<file path="config.mk">
export PLATFORM = sky130hd
export DESIGN_NAME = reload_pwm_timer
export DESIGN_NICKNAME = d
export VERILOG_FILES = /design/src/rtl/tmr_pkg.sv /design/src/rtl/tmr_edge_sync.sv /design/src/rtl/tmr_counter.sv /design/src/rtl/tmr_pwm_regs.sv /design/src/rtl/reload_pwm_timer.sv
export SDC_FILE = /design/constraint.sdc
export NUM_CORES = 1
export LEC_CHECK = 0
export CAP_MARGIN = 20
export CELL_PAD_IN_SITES_DETAIL_PLACEMENT = 0
export CELL_PAD_IN_SITES_GLOBAL_PLACEMENT = 2
export CORE_MARGIN = 4
export CORE_UTILIZATION = 33
export DETAILED_ROUTE_END_ITERATION = 8
export GPL_ROUTABILITY_DRIVEN = 1
export GPL_TIMING_DRIVEN = 1
export PLACE_DENSITY_LB_ADDON = 0.1
export SLEW_MARGIN = 20
export SYNTH_ARGS = -nofsm -noshare
export SYNTH_HDL_FRONTEND = slang
export SYNTH_SLANG_ARGS = --single-unit
</file>
<file path="constraint.sdc">
create_clock -name clk -period 2.88 [get_ports clk]
set_input_delay 0.864 -clock clk [delete_from_list [all_inputs] [get_ports clk]]
set_output_delay 0.864 -clock clk [all_outputs]
set_load 0.03 [all_outputs]
</file>
<file path="src/rtl/tmr_pkg.sv">
// Shared widths, register addresses and control layout for the reload timer.
// Assumes a 16-bit count split into two bytes.
package tmr_pkg;
    localparam int BYTE_W = 8;
    localparam int CNT_W  = 2 * BYTE_W;
    localparam int ADDR_W = 3;

    localparam logic [CNT_W-1:0] CNT_START = CNT_W'(1);
    localparam logic [CNT_W-1:0] CNT_MAX   = '1;

    localparam logic [ADDR_W-1:0] A_CTRL   = 3'd0;
    localparam logic [ADDR_W-1:0] A_LIM_HI = 3'd1;
    localparam logic [ADDR_W-1:0] A_LIM_LO = 3'd2;
    localparam logic [ADDR_W-1:0] A_THR_HI = 3'd3;
    localparam logic [ADDR_W-1:0] A_THR_LO = 3'd4;
    localparam logic [ADDR_W-1:0] A_CNT_HI = 3'd5;
    localparam logic [ADDR_W-1:0] A_CNT_LO = 3'd6;

    typedef enum logic [1:0] {
        MODE_CONT = 2'b00,
        MODE_CMP  = 2'b01,
        MODE_CAP  = 2'b10,
        MODE_RSV  = 2'b11
    } tmr_mode_e;

    typedef struct packed {
        logic [1:0] rsvd;      // bits 7:6, stored only
        logic       cap_fall;  // bit 5
        logic       imm_upd;   // bit 4
        logic       inv;       // bit 3
        tmr_mode_e  mode;      // bits 2:1
        logic       run;       // bit 0
    } tmr_ctrl_t;
endpackage

</file>
<file path="src/rtl/tmr_edge_sync.sv">
// Synchronises an asynchronous input through STAGES flops and reports
// rising and falling edges of the synchronised level, one cycle each.
// Assumes STAGES >= 2.
module tmr_edge_sync #(
    parameter int STAGES = 2
) (
    input  logic clk,
    input  logic rst_n,
    input  logic din,
    output logic rise,
    output logic fall
);
    logic [STAGES:0] pipe;

    // Shift the input through the synchroniser plus one history flop.
    always_ff @(posedge clk) begin
        if (!rst_n) pipe <= '0;
        else        pipe <= {pipe[STAGES-1:0], din};
    end

    // Compare the synchronised level with its previous value.
    always_comb begin
        rise = pipe[STAGES-1] & ~pipe[STAGES];
        fall = ~pipe[STAGES-1] & pipe[STAGES];
    end
endmodule

</file>
<file path="src/rtl/tmr_counter.sv">
// Up-counter that restarts at CNT_START when it equals the limit (except in
// compare mode) or reaches CNT_MAX. Emits a registered pulse after each restart.
module tmr_counter
    import tmr_pkg::*;
(
    input  logic             clk,
    input  logic             rst_n,
    input  logic             run,
    input  logic             cmp_mode,
    input  logic [CNT_W-1:0] limit,
    output logic [CNT_W-1:0] count,
    output logic             wrap,
    output logic             reload_pulse
);
    // Restart condition for the coming clock edge.
    always_comb begin
        wrap = run && ((count == CNT_MAX) || (!cmp_mode && count == limit));
    end

    // Advance, restart or hold the count; register the restart marker.
    always_ff @(posedge clk) begin
        if (!rst_n) begin
            count        <= CNT_START;
            reload_pulse <= 1'b0;
        end else begin
            reload_pulse <= wrap;
            if (wrap)     count <= CNT_START;
            else if (run) count <= count + 1'b1;
        end
    end
endmodule

</file>
<file path="src/rtl/tmr_pwm_regs.sv">
// Threshold register pair with shadow copy. Byte writes always land in the
// shadow; the active value follows on a direct write or at a restart.
// A capture overwrites both copies and takes priority over writes.
module tmr_pwm_regs
    import tmr_pkg::*;
(
    input  logic              clk,
    input  logic              rst_n,
    input  logic              wr_hi,
    input  logic              wr_lo,
    input  logic [BYTE_W-1:0] wdata,
    input  logic              direct,
    input  logic              reload_evt,
    input  logic              cap_evt,
    input  logic [CNT_W-1:0]  cap_val,
    output logic [CNT_W-1:0]  active
);
    logic [CNT_W-1:0] shadow, shadow_nxt;

    // Merge this cycle's byte writes into the shadow value.
    always_comb begin
        shadow_nxt = shadow;
        if (wr_hi) shadow_nxt[CNT_W-1:BYTE_W] = wdata;
        if (wr_lo) shadow_nxt[BYTE_W-1:0]     = wdata;
    end

    // Update shadow and active copies by priority: capture, then write/restart.
    always_ff @(posedge clk) begin
        if (!rst_n) begin
            shadow <= '0;
            active <= '0;
        end else if (cap_evt) begin
            shadow <= cap_val;
            active <= cap_val;
        end else begin
            shadow <= shadow_nxt;
            if ((direct && (wr_hi || wr_lo)) || reload_evt) active <= shadow_nxt;
        end
    end
endmodule

</file>
<file path="src/rtl/reload_pwm_timer.sv">
// Top level: register port, counter, shadowed threshold, capture path and
// output logic. Reads are combinational; writes take effect at the clock edge.
module reload_pwm_timer
    import tmr_pkg::*;
#(
    parameter int SYNC_STAGES = 2
) (
    input  logic              clk,
    input  logic              rst_n,
    input  logic [ADDR_W-1:0] bus_addr,
    input  logic              bus_wr,
    input  logic [BYTE_W-1:0] bus_wdata,
    output logic [BYTE_W-1:0] bus_rdata,
    input  logic              cap_in,
    output logic              pwm_out,
    output logic              reload_pulse,
    output logic              capture_flag
);
    tmr_ctrl_t        ctrl_q;
    logic [CNT_W-1:0] limit_q;
    logic [CNT_W-1:0] count;
    logic [CNT_W-1:0] thr_act;
    logic             wrap, rise, fall, cap_evt, toggle_q, level;
    logic             is_cmp, is_cap;

    // Control and limit register writes.
    always_ff @(posedge clk) begin
        if (!rst_n) begin
            ctrl_q  <= '0;
            limit_q <= '1;
        end else if (bus_wr) begin
            case (bus_addr)
                A_CTRL:   ctrl_q                  <= tmr_ctrl_t'(bus_wdata);
                A_LIM_HI: limit_q[CNT_W-1:BYTE_W] <= bus_wdata;
                A_LIM_LO: limit_q[BYTE_W-1:0]     <= bus_wdata;
                default:  ;
            endcase
        end
    end

    // Mode decode and capture qualification.
    always_comb begin
        is_cmp  = (ctrl_q.mode == MODE_CMP);
        is_cap  = (ctrl_q.mode == MODE_CAP);
        cap_evt = ctrl_q.run && is_cap && (ctrl_q.cap_fall ? fall : rise);
    end

    tmr_counter u_cnt (
        .clk          (clk),
        .rst_n        (rst_n),
        .run          (ctrl_q.run),
        .cmp_mode     (is_cmp),
        .limit        (limit_q),
        .count        (count),
        .wrap         (wrap),
        .reload_pulse (reload_pulse)
    );

    tmr_edge_sync #(.STAGES(SYNC_STAGES)) u_sync (
        .clk   (clk),
        .rst_n (rst_n),
        .din   (cap_in),
        .rise  (rise),
        .fall  (fall)
    );

    tmr_pwm_regs u_thr (
        .clk        (clk),
        .rst_n      (rst_n),
        .wr_hi      (bus_wr && bus_addr == A_THR_HI),
        .wr_lo      (bus_wr && bus_addr == A_THR_LO),
        .wdata      (bus_wdata),
        .direct     (!ctrl_q.run || ctrl_q.imm_upd),
        .reload_evt (wrap),
        .cap_evt    (cap_evt),
        .cap_val    (count),
        .active     (thr_act)
    );

    // Capture marker and compare-mode toggle state.
    always_ff @(posedge clk) begin
        if (!rst_n) begin
            capture_flag <= 1'b0;
            toggle_q     <= 1'b0;
        end else begin
            capture_flag <= cap_evt;
            if (!ctrl_q.run)                   toggle_q <= 1'b0;
            else if (is_cmp && count == limit_q) toggle_q <= ~toggle_q;
        end
    end

    // Output level by mode, then polarity.
    always_comb begin
        if (!ctrl_q.run)  level = 1'b0;
        else if (is_cmp)  level = toggle_q;
        else if (is_cap)  level = 1'b0;
        else              level = (count < thr_act);
        pwm_out = level ^ ctrl_q.inv;
    end

    // Read multiplexer.
    always_comb begin
        case (bus_addr)
            A_CTRL:   bus_rdata = ctrl_q;
            A_LIM_HI: bus_rdata = limit_q[CNT_W-1:BYTE_W];
            A_LIM_LO: bus_rdata = limit_q[BYTE_W-1:0];
            A_THR_HI: bus_rdata = thr_act[CNT_W-1:BYTE_W];
            A_THR_LO: bus_rdata = thr_act[BYTE_W-1:0];
            A_CNT_HI: bus_rdata = count[CNT_W-1:BYTE_W];
            A_CNT_LO: bus_rdata = count[BYTE_W-1:0];
            default:  bus_rdata = '0;
        endcase
    end
endmodule

</file>
== Word level (Yosys, flattened, before mapping) ==
Index checks and enable logic that the tools add are counted.

* Word-level logic and storage cells: 65
* Output and inout bits: 11
* Bits of input ports: 15
* Bits in registers: 78

* Reductions and logical operators: 21
* Multiplexer cells: 10
* Equal/unequal tests: 10
* Magnitude comparators: 1
* Bitwise gates (word level): 7
* Add/subtract/negate cells: 1

{| class="wikitable"
|+ Operators with widths
! cell !! number
|-
| $pmux 8 s7 || 1
|-
| $mux 16 || 3
|-
| $add 16x1->16 const B || 1
|-
| $eq 16x16->1 || 1
|-
| $eq 16x16->1 const B || 1
|-
| $lt 16x16->1 || 1
|-
| $mux 8 || 2
|-
| $eq 3x3->1 const B || 3
|-
| $logic_and 1x1->1 || 8
|-
| $reduce_and 2->1 || 4
|-
| $eq 3x2->1 const B || 2
|-
| $logic_or 1x1->1 || 4
|-
| $mux 1 || 4
|-
| $not 1->1 || 4
|-
| $eq 3x1->1 const B || 1
|-
| $logic_not 3->1 || 1
|-
| $and 1x1->1 || 2
|-
| $eq 2x1->1 const B || 1
|-
| $eq 2x2->1 const B || 1
|-
| $logic_not 1->1 || 2
|-
| $reduce_bool 2->1 || 1
|-
| $reduce_or 2->1 || 1
|-
| $xor 1x1->1 || 1
|}

== Longest topological paths before layout ==
Gate-level depths: netlist of run 1.

* Word-level depth: 8
* Depth in mapped cells: 10
* Gate-level depth less buffers: 8

== Modules after synthesis ==
From an unflattened synthesis of run 1, not the netlist that was laid out.

* Cells, all modules: 499
* Area, all modules: 4533.1 um^2

{| class="wikitable"
|+ By module, submodules not included
! module !! cells an instance !! area an instance (um^2) !! instances !! sequential area each (um^2)
|-
| reload_pwm_timer || 261 || 2085.8 || 1 || 520.5
|-
| tmr_pwm_regs || 106 || 1333.8 || 1 || 640.6
|-
| tmr_counter || 124 || 1022.2 || 1 || 340.3
|-
| tmr_edge_sync || 8 || 91.3 || 1 || 60.1
|}

== Worst setup path before layout of run 1 ==
Ideal clock, no wire load.

* Path kind: in2out
* Start point: input port bus_addr[0]
* End point: output port bus_rdata[3]
* Data arrival time: 2.427 ns
* Path buffers: 3
* Slack: -0.411 ns
* Required time: 2.016 ns
* Cell stages on the path: 7
* Cell sequence: buf_2 -> buf_1 -> clkbuf_1 -> nand2_1 -> o21ai_0 -> nand2_1 -> o221ai_1

* Longest elaborated chain between the ends: 2
* Elaborated cells between the ends (all ways): 8
* Classes of those cells: eq/ne: 6; mux: 1; reduce/logical: 1

{| class="wikitable"
|+ RTL lines
! element !! line !! source
|-
| from (decl) || reload_pwm_timer.sv:10 || <nowiki>input logic [ADDR_W-1:0] bus_addr,</nowiki>
|-
| $eq 3x3->1, or another cell as far along || reload_pwm_timer.sv:103 || <nowiki>case (bus_addr)</nowiki>
|-
| $pmux 8 s7 (*) || reload_pwm_timer.sv:103 ||
|-
| to (decl) || reload_pwm_timer.sv:13 || <nowiki>output logic [BYTE_W-1:0] bus_rdata,</nowiki>
|}

Mark *: on every way between the ends. The rest lies on a longest branch, timed or not.

== Worst setup path in the final report of run 1 ==
* Start point: register u_thr.active[13]
* End point: output port pwm_out

* Longest elaborated chain between the ends: 5

{| class="wikitable"
|+ RTL lines
! element !! line !! source
|-
| from (decl) || tmr_pwm_regs.sv:16 || <nowiki>output logic [CNT_W-1:0] active</nowiki>
|-
| from (signal assigned) || tmr_pwm_regs.sv:34 || <nowiki>active <= cap_val;</nowiki>
|-
| from (signal assigned) || tmr_pwm_regs.sv:37 || <nowiki>if ((direct && (wr_hi || wr_lo)) || reload_evt) active <= shadow_nxt;</nowiki>
|-
| $lt 16x16->1 || reload_pwm_timer.sv:97 || <nowiki>else level = (count < thr_act);</nowiki>
|-
| $mux 1 || reload_pwm_timer.sv:96 || <nowiki>else if (is_cap) level = 1'b0;</nowiki>
|-
| $mux 1 || reload_pwm_timer.sv:95 || <nowiki>else if (is_cmp) level = toggle_q;</nowiki>
|-
| $mux 1 || reload_pwm_timer.sv:94 || <nowiki>if (!ctrl_q.run) level = 1'b0;</nowiki>
|-
| $xor 1x1->1 || reload_pwm_timer.sv:98 || <nowiki>pwm_out = level ^ ctrl_q.inv;</nowiki>
|-
| to (decl) || reload_pwm_timer.sv:15 || <nowiki>output logic pwm_out,</nowiki>
|}

No other way between the ends.

==> out/qor.txt, run 1 <==
Status: finished, violations left
Failing checks: setup timing
ANT cells: 0
Die area: 0.01453 mm²
R2R Path Start: u_cnt.count[1]$_SDFFE_PP0P_
Endpoint of the worst hold path: u_sync.pipe[1]$_SDFF_PN0_
Core area: 0.01221 mm²
R2R depth: 7
Area Growth Syn to Fin: 31.14%
Final antenna-violating net count: 0
CP max FO: 3
CP startpoint: u_thr.active[13]$_SDFFE_PN0P_
Clk_lat worst skew: 0.35 ns
Multi-input gate area: 0.002541 mm²
Most frequent cells in the layout: 66 x dfxtp_1, 65 x nand2_1, 51 x buf_4, 41 x nor2_1, 27 x nand3_1
Post-layout util: 0.4488
Syn Area/Cell: 8.816 µm²
Worst Hold Depth: 1
Sw Ratio: 0.2518
Setup ws final: -0.07557 ns
GRT Util Overall: 0.1990
Maximum vdd drop: 0.2487 mV
Seq/Total Area, Yosys: 0.3737
Drt first pass iters: 4
Die Span X: 120.5 µm
Via Count: 3618
Largest net degree at the start of global routing: 34
Routed length per instance: 19.44 µm
Synth unique cells: 50
Worst flop-to-flop path endpoint: u_cnt.count[4]$_SDFFE_PP0P_
Gate power share: 0.112
GPL Wtd Cong: 0.7783
Clock Power Share: 0.471
Seq cells post-synth: 78
Post-Syn Nets: 505
First-pass GRT wire length: 21.38 mm
Max_cap viols: 0
Critical path class: reg -> out
Clock buffer depth: 2
DRC violations left: 0
Lkg Pwr: 0.002222 µW
Synthesized cell area: 0.004179 mm²
Fin. Hold Viols: 0
Worst-margin pin slew: 0.6148 ns
Root buf cell: clkbuf_16
Dpl hpwl: 10.66 mm
Layout cell share with drive strength beyond 1: 0.2759
Nets: 566
Final critical-path required period: 2.956 ns
Num Clock Sinks: 78
Starting Density: 0.3422
Finish-stage setup viols: 1
Internal: 1999 µW
Total grt overflow: 0
TritonCTS clock tree: done
CP Data Arrival Time: 2.09 ns
Routed wire length: 13.76 mm
Max Freq: 0.3383 GHz
Clock-pin slew on the worst setup and hold paths: 0.06 ns
Rel. slew slack: 0.5870
Fin Clk Skew: 0.007513 ns
Critical Path RT: 2.02 ns
RSZ-0062 raised after global routing: true
Sequential Power Share: 0.417
R2R Setup Slk: 0.30 ns
Nature of the critical path endpoint: primary output
Hold slack: 0.4332 ns
Hold Startpoint: u_sync.pipe[0]$_SDFF_PN0_
Total number of yosys warnings: 0
Routed vias/inst: 5.110
Vias in the first global route: 3582
I/O Pins: 26
Hold Path Class: reg -> reg
H-tree levels: 3
Drt initial violations: 167
Net Sw Power: 672.8 µW
Critical Path Start Type: flop
Final period utilization: 1.026
Total CTS buffers: 9
Die height: 120.5 µm
Initial antenna violation count: 0
Max Slew Vio Count: 0
Num rows: 40
Syn Inst Count: 474
Pwr dens: 487.6 mW/mm²
Most common cell after layout, fill and taps aside: dfxtp_1
Reg area: 0.001577 mm²
Port Buf Inserts: 25
Filler cells: 1230
area by class of cell:
| class | count | share of cell area |
|---|---|---|
| Clock inverter | 7 | 0.01804 |
| Multi-Input combinational cell | 346 | 0.4637 |
| Timing Repair Buffer | 82 | 0.1388 |
| Sequential cell | 78 | 0.2877 |
| Clock buffer | 9 | 0.04110 |
| Inverter | 18 | 0.01233 |
| Tap cell | 168 | 0.03836 |
how the worst max path moves through the flow:
stage                     cells past startpoint                            to
after detailed placement                     10  u_thr.active[4]$_SDFFE_PN0P_
after global placement                        8                  bus_rdata[3]
after floorplan                               4                  bus_rdata[4]
after global routing                          8                       pwm_out
after CTS                                     8                       pwm_out
final                                         8                       pwm_out
logic make-up after synthesis:
logic type / share of synthesized area
simple gates: 0.2099
compound gates: 0.1572
flops: 0.3737
buf+inv: 0.05509
xor+xnor: 0.06916
mux: 0.08712
fa+ha+maj: 0.04790
critical path: stages (launching register included):
cell and delay [ns]:
dfxtp_2 0.36, inv_1 0.06, ha_1 0.30, a211oi_2 0.19, o21ai_1 0.12, nor3_1 0.20, a32oi_1 0.10, xnor2_1 0.20
buf_4 0.20
layer usage:
layer	vias to the layer above	track usage	part of all wire	routed length [µm]
met3	21	0.03695	0.030	411
met4	0	0.06799	0.020	274
met1	1749	0.2740	0.49	6693
li1	1796	-	-	-
met2	52	0.3133	0.46	6380
met5	-	0	0	0
Yosys cell counts, drive strengths merged:
| master | n | area, µm² |
|---|---|---|
| a32oi | 3 | 26.28 |
| buf | 18 | 108.9 |
| o221ai | 2 | 23.77 |
| a31o | 1 | 8.760 |
| mux4 | 3 | 67.56 |
| o21ai | 12 | 60.05 |
| nor3 | 8 | 40.04 |
| nand2 | 66 | 247.7 |
| or3b | 1 | 8.760 |
| a21oi | 14 | 70.07 |
| a21boi | 1 | 7.510 |
| nand3b | 1 | 7.510 |
| nand3 | 28 | 140.1 |
| a22o | 17 | 148.9 |
| nand2b | 4 | 25.02 |
| and2 | 4 | 25.02 |
| nor3b | 1 | 7.510 |
| o21a | 1 | 7.510 |
| ha | 16 | 200.2 |
| mux2i | 24 | 240.2 |
| a2111oi | 1 | 8.760 |
| mux2 | 5 | 56.30 |
| nand4 | 12 | 81.33 |
| or2 | 1 | 6.260 |
| o31ai | 1 | 7.510 |
| dfxtp | 78 | 1562 |
| a31oi | 3 | 18.77 |
| inv | 18 | 67.56 |
| nor2 | 42 | 173.9 |
| a21o | 1 | 7.510 |
| and4 | 3 | 26.28 |
| a211o | 1 | 8.760 |
| and3 | 4 | 25.02 |
| a22oi | 6 | 45.04 |
| nor2b | 8 | 50.05 |
| clkbuf | 14 | 53.80 |
| a211oi | 17 | 207.7 |
| nor4 | 1 | 12.51 |
| xnor2 | 24 | 210.2 |
| xor2 | 9 | 78.83 |
state kept, by name, indices dropped and copies added (netlist names):
name                cells
u_cnt.count            16
u_sync.pipe             3
limit_q                16
toggle_q                1
u_thr.active           16
capture_flag            1
u_cnt.reload_pulse      1
u_thr.shadow           16
ctrl_q                  8
power by group through the flow:
stage / Combinational [µW] / Clock, µW / Sequential, µW
after CTS: 289 / 1280 / 1110
after floorplan: 156 / 0 / 1130
after detailed placement: 269 / 0 / 1140
after global routing: 320 / 1340 / 1120
final: 299 / 1260 / 1110
after global placement: 268 / 0 / 1140
per-stage QoR:
step	cells	area, µm²	setup TNS [ns]	power (µW)	setup WS (ns)
CTS	707	5361	-0.1645	2688	-0.1645
global route	708	5480	-0.1772	2773	-0.1571
floorplan	474	4208	-0.001076	1289	-0.0005416
detailed placement	689	4903	-11.48	1407	-0.5264
finish	708	5480	-0.07557	2672	-0.07557
global placement	689	4903	-10.35	1407	-0.4831
timing repair:
action / CTS / global route
cloned: 2 / 0
setup endpoints to repair: 25 / 9
endpoints found under the hold margin: 0 / 0
hold buffers: 0 / 0
pin swaps: 10 / 13
resized for setup: 37 / 36
setup buffers: 0 / 1
No activity file was read; power rests on OpenSTA's default activity.
==> inputs of run 2 (changes only) <==
--- a/config.mk
+++ b/config.mk
@@ -8,6 +8,7 @@
 export CAP_MARGIN = 20
 export CELL_PAD_IN_SITES_DETAIL_PLACEMENT = 0
 export CELL_PAD_IN_SITES_GLOBAL_PLACEMENT = 2
+export CORE_ASPECT_RATIO = 1.75
 export CORE_MARGIN = 4
 export CORE_UTILIZATION = 33
 export DETAILED_ROUTE_END_ITERATION = 8
==> run 2 against run 1 <==
Net effect: the run still ends with setup timing left; clock skew decreased by 0.0017 ns; first-iteration DRC count decreased by 32%; power increased by 1.1%; via count increased by 2.2%; fmax increased by 0.64%; final cell count increased by 0.85%; non-clock buffer count increased by 6; routed wire length increased by 3.9%; sequential power about the same; hold slack improved by 0.0042 ns; die area increased by 0.49%; largest cell class unchanged; largest power group unchanged.
==> out/qor.txt, run 2 (synthesized netlist as in run 1, its figures left out) <==
Status: finished, violations left
Failing checks: setup timing
Vias in the first global route: 3933 (+9.8%)
Total grt overflow: 0 (unchanged)
Largest net degree at the start of global routing: 23 (-32%)
Die Span X: 93.07 µm (-23%)
Die height: 156.9 µm (+30%)
Place WS: -0.5960 ns (-0.06957 ns)
R2R Path Start: u_cnt.count[7]$_SDFFE_PP0P_
Total CTS buffers: 9 (unchanged)
Finish-stage setup viols: 1 (unchanged)
I/O Pins: 26 (unchanged)
Post-layout util: 0.4466 (-0.002212)
Reg area: 0.001573 mm² (-0.24%)
GR Util met1: 0.2164 (-0.05761)
Drt initial violations: 114 (-32%)
Drt first pass iters: 4 (unchanged)
Endpoint of the worst hold path: u_sync.pipe[1]$_SDFF_PN0_
Initial antenna violation count: 0 (unchanged)
Design area: 0.005552 mm² (+1.3%)
Fin. Hold Viols: 0 (unchanged)
Max Freq: 0.3405 GHz (+0.64%)
Max Slew Vio Count: 0 (unchanged)
Port Buf Inserts: 25 (unchanged)
Most frequent cells in the layout: 69 x dfxtp_1, 66 x nand2_1, 54 x buf_4, 38 x nor2_1, 26 x nand3_1
Clock Power Share: 0.473 (+0.002)
Starting Density: 0.3362 (-0.006062)
Met2 usage: 0.3799 (+0.06655)
Maximum vdd drop: 0.2859 mV (+15%)
H-tree levels: 3 (unchanged)
Die area: 0.01460 mm² (+0.49%)
Worst flop-to-flop path endpoint: u_thr.active[1]$_SDFFE_PN0P_
Routed vias/inst: 5.176 (+1.3%)
Routed length per instance: 20.03 µm (+3.1%)
Multi-input gate area: 0.002541 mm² (unchanged)
Clock buffer depth: 2 (unchanged)
Nets: 572 (+1.1%)
GRT Util Overall: 0.2038 (+0.004719)
Dpl hpwl: 11.11 mm (+4.2%)
Num Clock Sinks: 78 (unchanged)
First-pass GRT wire length: 22.04 mm (+3.1%)
RSZ-0062 raised after global routing: true
Worst-margin pin slew: 0.6887 ns (+0.07386 ns)
Final period utilization: 1.020 (-0.006488)
Critical Path Start Type: flop
Net Sw Power: 667.6 µW (-0.78%)
Hold slack: 0.4375 ns (+0.004227 ns)
Clock-pin slew on the worst setup and hold paths: 0.06 ns (about the same)
Lkg Pwr: 0.002270 µW (+2.1%)
Gr busiest metal: met2
Routed wire length: 14.30 mm (+3.9%)
Worst Hold Depth: 1 (unchanged)
GPL Wtd Cong: 0.8824 (+13%)
Filler cells: 1275 (+3.7%)
DRC violations left: 0 (unchanged)
Num rows: 54 (+35%)
Core area: 0.01243 mm² (+1.8%)
Area Growth Syn to Fin: 32.84%
Fin Clk Skew: 0.005797 ns (-0.001716 ns)
Critical path class: reg -> out
Sw Ratio: 0.2471 (-0.004729)
Met3 Use GR: 0.02790 (-0.009052)
Most common cell after layout, fill and taps aside: dfxtp_1
Nature of the critical path endpoint: primary output
TritonCTS clock tree: done
Final antenna-violating net count: 0 (unchanged)
CP Data Arrival Time: 2.07 ns (-0.02 ns)
Max_cap viols: 0 (unchanged)
Rel. slew slack: 0.5373 (-0.04962)
Final critical-path required period: 2.937 ns (-0.01869 ns)
Hold Startpoint: u_sync.pipe[0]$_SDFF_PN0_
Gate power share: 0.114 (+0.002)
Internal: 2034 µW (+1.8%)
CP max FO: 3 (unchanged)
Via Count: 3696 (+2.2%)
Layout cell share with drive strength beyond 1: 0.2802 (+0.004294)
R2R Setup Slk: 0.62 ns (+0.32 ns)
Sequential Power Share: 0.413 (-0.004)
Root buf cell: clkbuf_16
R2R depth: 7 (unchanged)
ANT cells: 0 (unchanged)
Pwr dens: 486.7 mW/mm² (-0.18%)
Setup ws final: -0.05689 ns (+0.01869 ns)
Hold Path Class: reg -> reg
Clk_lat worst skew: 0.34 ns (about the same)
Dpl cell area: 0.004938 mm² (+0.71%)
Critical Path RT: 2.02 ns (about the same)
[run 2: changes by cell type in the layout (fill, tap and decap cells not counted), moves of 2 or more]
cell,before,now
buf_4,51,54
dfxtp_1,66,69
dfxtp_2,12,9
nor2_1,41,38
nor2_2,0,3
o21ai_0,8,6
o21ai_1,1,3
[run 2: layer usage]
metal / wire (µm) / vias to the layer above
li1: - / 1795
met1: 5515 / 1786
met2: 7713 / 76
met3: 388 / 39
met4: 684 / 0
met5: 0 / -
[run 2: worst max path at each step]
stage	to	slack, ns	cells after the start	from
final	pwm_out	-0.06	8	u_thr.active[6]$_SDFFE_PN0P_
after CTS	pwm_out	-0.14	8	u_thr.active[1]$_SDFFE_PN0P_
after detailed placement	bus_rdata[3]	-0.60	8	bus_addr[2]
after global placement	bus_rdata[3]	-0.57	8	bus_addr[2]
after floorplan	bus_rdata[4]	-0.0005	4	bus_addr[0]
after global routing	pwm_out	-0.13	8	u_thr.active[1]$_SDFFE_PN0P_
[run 2: cell type report]
type	count	area share
tap	168	0.03786
inverter	18	0.01217
clock buffer	10	0.04305
timing repair buffer	88	0.1490
multi-input combinational	346	0.4577
clock inverter	6	0.01690
sequential	78	0.2833
[run 2: what timing repair did]
item	in CTS	in global routing
cloned	2	0
setup endpoints to repair	15	7
pin swaps	7	11
endpoints found under the hold margin	0	0
setup buffers	3	1
gates resized for setup	49	26
hold buffers	0	0
[run 2: power groups by stage]
stage / combinational (µW) / clock [µW] / sequential, µW
3_5_place_dp: 274 / 0 / 1140
2_1_floorplan: 156 / 0 / 1130
6_report: 309 / 1280 / 1120
5_1_grt: 330 / 1360 / 1120
3_3_place_gp: 273 / 0 / 1140
4_1_cts: 302 / 1310 / 1120
[run 2: worst max-delay path: stages, from the launching register on]
cell      delay (ns)
dfxtp_1         0.35
inv_1           0.06
ha_1            0.31
a21oi_1         0.17
a21boi_0        0.12
o31ai_2         0.22
a32oi_1         0.09
xnor2_1         0.21
buf_4           0.19
[run 2: metrics by stage]
stage	power, µW	setup TNS (ns)	instances
finish	2702	-0.05689	714
global route	2802	-0.1299	714
CTS	2728	-0.1390	713
detailed placement	1412	-9.344	692
global placement	1411	-9.341	692
floorplan	1289	-0.001076	474
